**src/rtl/hcPkg.sv**
```systemverilog
package hcPkg;
  // strobes from the control to the datapath
  typedef struct packed {
    logic capEn;      // a window is open, hits may be captured
    logic clearCap;   // accepted marker: start a fresh window image
    logic loadFrame;  // closing window image goes to the shifter
    logic shiftWord;  // advance the shifter by one link word
    logic winMode;    // mode of the window currently open
  } hcStrobes_t;
endpackage

```
**src/rtl/hcControl.sv**
```systemverilog
module hcControl
  import hcPkg::*;
#(
  parameter int TW = 5,
  parameter int WORDS_SHORT = 6,
  parameter int WORDS_LONG = 18
) (
  input  logic          clk,
  input  logic          rstN,
  input  logic          crossMark,
  input  logic          binMode,
  output hcStrobes_t    strb,
  output logic [TW-1:0] tick,
  output logic          linkValid,
  output logic          frameStrobe
);
  localparam int CW = $clog2(WORDS_LONG);

  logic          winOpen, winMode, txMode, busy, firstWord;
  logic [CW-1:0] wordCnt, lastWord;
  logic [TW-1:0] tickCnt;
  logic          accept, startTx;

  assign lastWord = txMode ? CW'(WORDS_LONG - 1) : CW'(WORDS_SHORT - 1);
  assign accept   = crossMark && (!busy || (wordCnt == lastWord));
  assign startTx  = accept && winOpen;

  always_ff @(posedge clk or negedge rstN) begin
    if (!rstN) begin
      winOpen <= 1'b0;
      winMode <= 1'b0;
      tickCnt <= '0;
    end else if (accept) begin
      winOpen <= 1'b1;
      winMode <= binMode;
      tickCnt <= '0;
    end else if (tickCnt != {TW{1'b1}}) begin
      tickCnt <= tickCnt + 1'b1;
    end
  end

  always_ff @(posedge clk or negedge rstN) begin
    if (!rstN) begin
      busy      <= 1'b0;
      txMode    <= 1'b0;
      wordCnt   <= '0;
      firstWord <= 1'b0;
    end else if (startTx) begin
      busy      <= 1'b1;
      txMode    <= winMode;
      wordCnt   <= '0;
      firstWord <= 1'b1;
    end else begin
      firstWord <= 1'b0;
      if (busy) begin
        if (wordCnt == lastWord) busy <= 1'b0;
        else wordCnt <= wordCnt + 1'b1;
      end
    end
  end

  assign strb.capEn     = winOpen;
  assign strb.clearCap  = accept;
  assign strb.loadFrame = startTx;
  assign strb.shiftWord = busy && !startTx;
  assign strb.winMode   = winMode;
  assign tick           = tickCnt;
  assign linkValid      = busy;
  assign frameStrobe    = firstWord;
endmodule

```
**src/rtl/hcDatapath.sv**
```systemverilog
module hcDatapath
  import hcPkg::*;
#(
  parameter int NWIRE = 12,
  parameter int NBMAX = 6,
  parameter int NBMIN = 2,
  parameter int TW = 5,
  parameter int LW = 4
) (
  input  logic                clk,
  input  logic                rstN,
  input  hcStrobes_t          strb,
  input  logic [TW-1:0]       tick,
  input  logic [NWIRE-1:0]    wireHit,
  input  logic [NBMAX*TW-1:0] binEdges,
  output logic [LW-1:0]       linkData
);
  localparam int PB = NWIRE * NBMAX;
  localparam int SB = NWIRE * NBMIN;

  logic [TW-1:0] edgeVal [NBMAX];
  logic [NBMAX-1:0] binHit;
  logic [NWIRE-1:0][NBMAX-1:0] capReg, capNext;
  logic [PB-1:0] packLong, frameImg, shreg;
  logic [SB-1:0] packShort;

  // one-hot bin of the current tick; empty past the last active edge
  for (genvar k = 0; k < NBMAX; k++) begin : g_bin
    logic inUse, aboveLow;
    assign edgeVal[k] = binEdges[k*TW +: TW];
    assign inUse = (k < NBMIN) ? 1'b1 : strb.winMode;
    if (k == 0) begin : g_first
      assign aboveLow = 1'b1;
    end else begin : g_rest
      assign aboveLow = (tick >= edgeVal[k-1]);
    end
    assign binHit[k] = inUse && aboveLow && (tick < edgeVal[k]);
  end

  // a wire keeps its first flag; later hits leave it alone
  for (genvar w = 0; w < NWIRE; w++) begin : g_wire
    assign capNext[w] = (strb.capEn && wireHit[w] && (capReg[w] == '0)) ? binHit : capReg[w];
    for (genvar b = 0; b < NBMAX; b++) begin : g_long
      assign packLong[w*NBMAX + b] = capNext[w][b];
    end
    for (genvar b = 0; b < NBMIN; b++) begin : g_short
      assign packShort[w*NBMIN + b] = capNext[w][b];
    end
  end

  assign frameImg = strb.winMode ? packLong : {{(PB-SB){1'b0}}, packShort};

  always_ff @(posedge clk or negedge rstN) begin
    if (!rstN) capReg <= '0;
    else if (strb.clearCap) capReg <= '0;
    else capReg <= capNext;
  end

  always_ff @(posedge clk or negedge rstN) begin
    if (!rstN) shreg <= '0;
    else if (strb.loadFrame) shreg <= frameImg;
    else if (strb.shiftWord) shreg <= shreg >> LW;
  end

  assign linkData = shreg[LW-1:0];
endmodule

```
**src/rtl/driftHitClassifier.sv**
```systemverilog
module driftHitClassifier
  import hcPkg::*;
#(
  parameter int NWIRE = 12,
  parameter int NBMAX = 6,
  parameter int NBMIN = 2,
  parameter int TW = 5,
  parameter int LW = 4
) (
  input  logic                clk,
  input  logic                rstN,
  input  logic                crossMark,
  input  logic                binMode,
  input  logic [NWIRE-1:0]    wireHit,
  input  logic [NBMAX*TW-1:0] binEdges,
  output logic [LW-1:0]       linkData,
  output logic                linkValid,
  output logic                frameStrobe
);
  localparam int WORDS_SHORT = NWIRE * NBMIN / LW;
  localparam int WORDS_LONG  = NWIRE * NBMAX / LW;

  hcStrobes_t    strb;
  logic [TW-1:0] tick;

  hcControl #(.TW(TW), .WORDS_SHORT(WORDS_SHORT), .WORDS_LONG(WORDS_LONG)) i_ctrl (
    .clk(clk), .rstN(rstN), .crossMark(crossMark), .binMode(binMode),
    .strb(strb), .tick(tick), .linkValid(linkValid), .frameStrobe(frameStrobe)
  );

  hcDatapath #(.NWIRE(NWIRE), .NBMAX(NBMAX), .NBMIN(NBMIN), .TW(TW), .LW(LW)) i_data (
    .clk(clk), .rstN(rstN), .strb(strb), .tick(tick), .wireHit(wireHit),
    .binEdges(binEdges), .linkData(linkData)
  );
endmodule

```
**config.mk**
```make
export PLATFORM = sky130hd
export DESIGN_NAME = driftHitClassifier
export DESIGN_NICKNAME = d
export VERILOG_FILES = /design/src/rtl/hcPkg.sv /design/src/rtl/hcControl.sv /design/src/rtl/hcDatapath.sv /design/src/rtl/driftHitClassifier.sv
export SDC_FILE = /design/constraint.sdc
export NUM_CORES = 1
export LEC_CHECK = 0
export BUFFER_PORTS_ARGS = -buffer_cell sky130_fd_sc_hd__clkbuf_2
export CAP_MARGIN = 40
export CORE_ASPECT_RATIO = 1.5
export CORE_MARGIN = 2
export CORE_UTILIZATION = 55
export DETAILED_ROUTE_END_ITERATION = 12
export GPL_TIMING_DRIVEN = 0
export PLACE_DENSITY = 0.76
export SYNTH_ARGS = -nofsm -noshare
export SYNTH_HDL_FRONTEND = slang
export SYNTH_SLANG_ARGS = --single-unit
```
**constraint.sdc**
```tcl
create_clock -name clk -period 2.2 [get_ports clk]
set_input_delay 0.11 -clock clk [delete_from_list [all_inputs] [get_ports clk]]
set_output_delay 0.11 -clock clk [all_outputs]
set_load 0.02 [all_outputs]
```
==> flow_summary.ini <==
[timing]
setup_tns_ns = -0.0937
rsz0062_at_grt = true
hold_viol = 0
finalClockSkew_ns = 0.00905
slew_headroom_pct = 52.3
min_period_over_period_pct = 102
fin_crit_ns = 2.24
max_clock_freq_mhz = 446
worst_slack_ns = -0.0400
setup_viol = 5
worst_pin_slew_ns = 0.715
maxSlewViolCount = 0

[finish]
layout_commonest_cell = dfrtp_1
final_layout_size_suffix_gt1_share_pct = 27.6
nets = 1027
post-route-cell-area_sq_um = 10400
most-common-layout-cells = dfrtp_1 (154), nor2_1 (86), clkbuf_2 (74)
antenna_cells = 0
fillCellCount = 1032
areaGrowthSynthToFinish_pct = 27.5

[pwr]
power_density_nw_per_um2 = 1490
vdd_ir_drop_max_mv = 0.781
p_leak_nw = 4.70

[routing]
remaining_drc_errors = 0
drt-pass1-iter-count = 8
routed_wl_mm = 31.9
postRouteAntennaNets = 0
wl_per_cell_microns = 27.6
vias = 8187
avgViaCountPerCell = 7.08
drt_iter0_drc = 1200

[worst_setup_path]
critPathMaxStageDelay_ns = 0.57
path_depth = 8
crit_type = reg -> reg
critPathLaunchType = register
worst_path_max_delay_cell = dfrtp_2
regToRegStartpoint = i_ctrl.tick[4]
rr_worst_depth = 8
cp-startpoint = i_ctrl.tick[4]
cp-end-kind = register
cp_max_fo = 8
critPathBufInv = 2
crit_required_ns = 2.54
cp_cell_sequence = ha_4 -> and2_4 -> a221oi_4 -> buf_6 -> buf_4 -> a21o_1 -> nand2_1 -> o211ai_1
r2r-end = i_data.shreg[16]
r2r_slack_ns = -0.04
cp_top_family = compound AO/OA/AOI/OAI gates
arrival_ns = 2.58

[global_routing]
met2_usage_pct = 60.3
grt_pass1_vias = 8114
grt_usage_pct = 38.6
grt_antenna_before_repair = 1
grtUsageMet1_pct = 42.0
use_met3_pct = 12.8
grt_pass1_wl_mm = 45.9
gr-total-overflow = 0
busiest_layer = met2
grt_max_degree = 107

[placed_design]
placed_cell_area_sq_um = 8750
io_buffer_count = 51
pre_cts_slack_ns = -1.04
hpwl_mm = 19.5
place.gp.congestion = 1.02

[run]
max-cap-violations = 0

[floorplanning]
initial_core_util_pct = 56.3
die-area_sq_um = 15900
chipWidth_microns = 104
core_sq_um = 14500
die_y_microns = 153
ios = 52
core.rowCount = 54

[synth]
syn_area_per_cell_sq_um = 9.70
ys_warn_count = 0
syn_area_sq_um = 8180
synthDistinctLibCells = 69
yosys_register_bits = 159
synth-main-ff-cell = dfrtp_1
async_flop_share_pct = 100
synth-edff-count = 0
seq_area_frac_synth_pct = 48.7
synth.net_count = 922
synth_cells = 843

[clock_network]
clock_path_buffers = 2
numCtsBuffers = 17
clkTransAtPathRegs_ns = 0.07
clk_latency_ns = 0.44
cts_tree = done
clock_sinks = 159
h-tree-depth = 4
clock-root-buffer = clkbuf_16

[min_path]
worstHoldPathCells = 4
worst_hold_path_type = in -> reg
min_to = i_data.shreg[40]
hold_start = wireHit[6]

[outcome]
failed_checks = negative setup slack
status = finished, violations left
==> layer usage <==
metal | wire length, microns | up-vias
li1 | - | 3346
met3 | 3730 | 234
met5 | 0 | -
met4 | 3270 | 0
met1 | 10300 | 3909
met2 | 14600 | 698
==> cells by family after synthesis <==
| logic type | count (synthesis) | share of synthesized area, % |
|---|---|---|
| flip-flops | 159 | 48.7 |
| buffers and inverters | 120 | 5.97 |
| adder cells (fa/ha/maj) | 33 | 5.05 |
| multiplexers | 16 | 2.00 |
| AND/OR/NAND/NOR | 224 | 13.8 |
| AO/OA/AOI/OAI | 287 | 24.1 |
| XOR/XNOR | 4 | 0.428 |
==> flip-flops by register name, summed over array words and instances, names as in the netlist <==
name and cells:
i_data.capReg 72, i_data.shreg 72, i_ctrl.tick 5, i_ctrl.wordCnt 5
i_ctrl.frameStrobe 1, i_ctrl.linkValid 1, i_ctrl.txMode 1, i_ctrl.winMode 1
i_ctrl.winOpen 1
==> cells in the mapped netlist, drive strengths merged (13+ instances only) <==
library cell  count  area [sq um]
a21oi            79           407
nor2b            18           113
inv              48           180
dfrtp           159          3980
o21ai            51           259
nand3            16          80.1
o2111ai          16           146
a32oi            31           272
o22ai            18           113
nor2             91           344
nand2            36           135
buf              21           114
mux2i            13           130
ha               33           413
clkbuf           50           190
==> area by class of cell <==
class / instances / area [sq um] / share of cell area [%]
Tap cell: 196 / 245 / 2.35
Multi-Input combinational cell: 565 / 4290 / 41.2
Buffer: 66 / 408 / 3.91
Timing Repair Buffer: 90 / 688 / 6.60
Clock buffer: 17 / 425 / 4.08
Inverter: 49 / 185 / 1.78
Clock inverter: 15 / 195 / 1.87
Sequential cell: 159 / 3990 / 38.2
==> power breakdown <==
group,leakage (nW),switching [W],internal (W)
Sequential,2.08,0.00100,0.00395
Clock,0.310,0.00134,0.00183
Combinational,2.31,0.00457,0.00288
Total,4.70,0.00691,0.00866
==> how the worst max path moves through the flow <==
| stage | to | slack (ns) |
|---|---|---|
| global route | i_data.shreg[16] | -0.07 |
| global placement | i_ctrl.frameStrobe | -1.76 |
| floorplan | i_data.shreg[14] | 0.08 |
| detailed placement | i_data.shreg[6] | -1.04 |
| finish | i_data.shreg[16] | -0.04 |
| CTS | i_data.shreg[10] | 0.0008 |
==> through the flow <==
stage,hold slack [ns],cells,util (%),total power (W)
after floorplan,-0.186,843,-,0.00802
after global placement,0.358,1090,59.7,0.00990
after detailed placement,0.106,1094,60.2,0.0101
after CTS,0.128,1147,67.5,0.0140
after global routing,0.144,1157,71.8,0.0161
final,0.134,1157,71.8,0.0156
==> repair_timing <==
action	in CTS	in global routing
resized for setup	75	126
setup buffers	21	10
hold endpoints to repair	54	0
pin swaps	11	29
endpoints found under the setup margin	148	146
cloned	1	2
hold buffers	2	0
==> worst reg2reg max path, cell delays in order, from the launching register on <==
cell	delay, ns
dfrtp_2	0.57
ha_4	0.27
and2_4	0.15
a221oi_4	0.32
buf_6	0.27
buf_4	0.18
a21o_1	0.19
nand2_1	0.10
o211ai_1	0.11
Power figures use the tool's default switching activity.
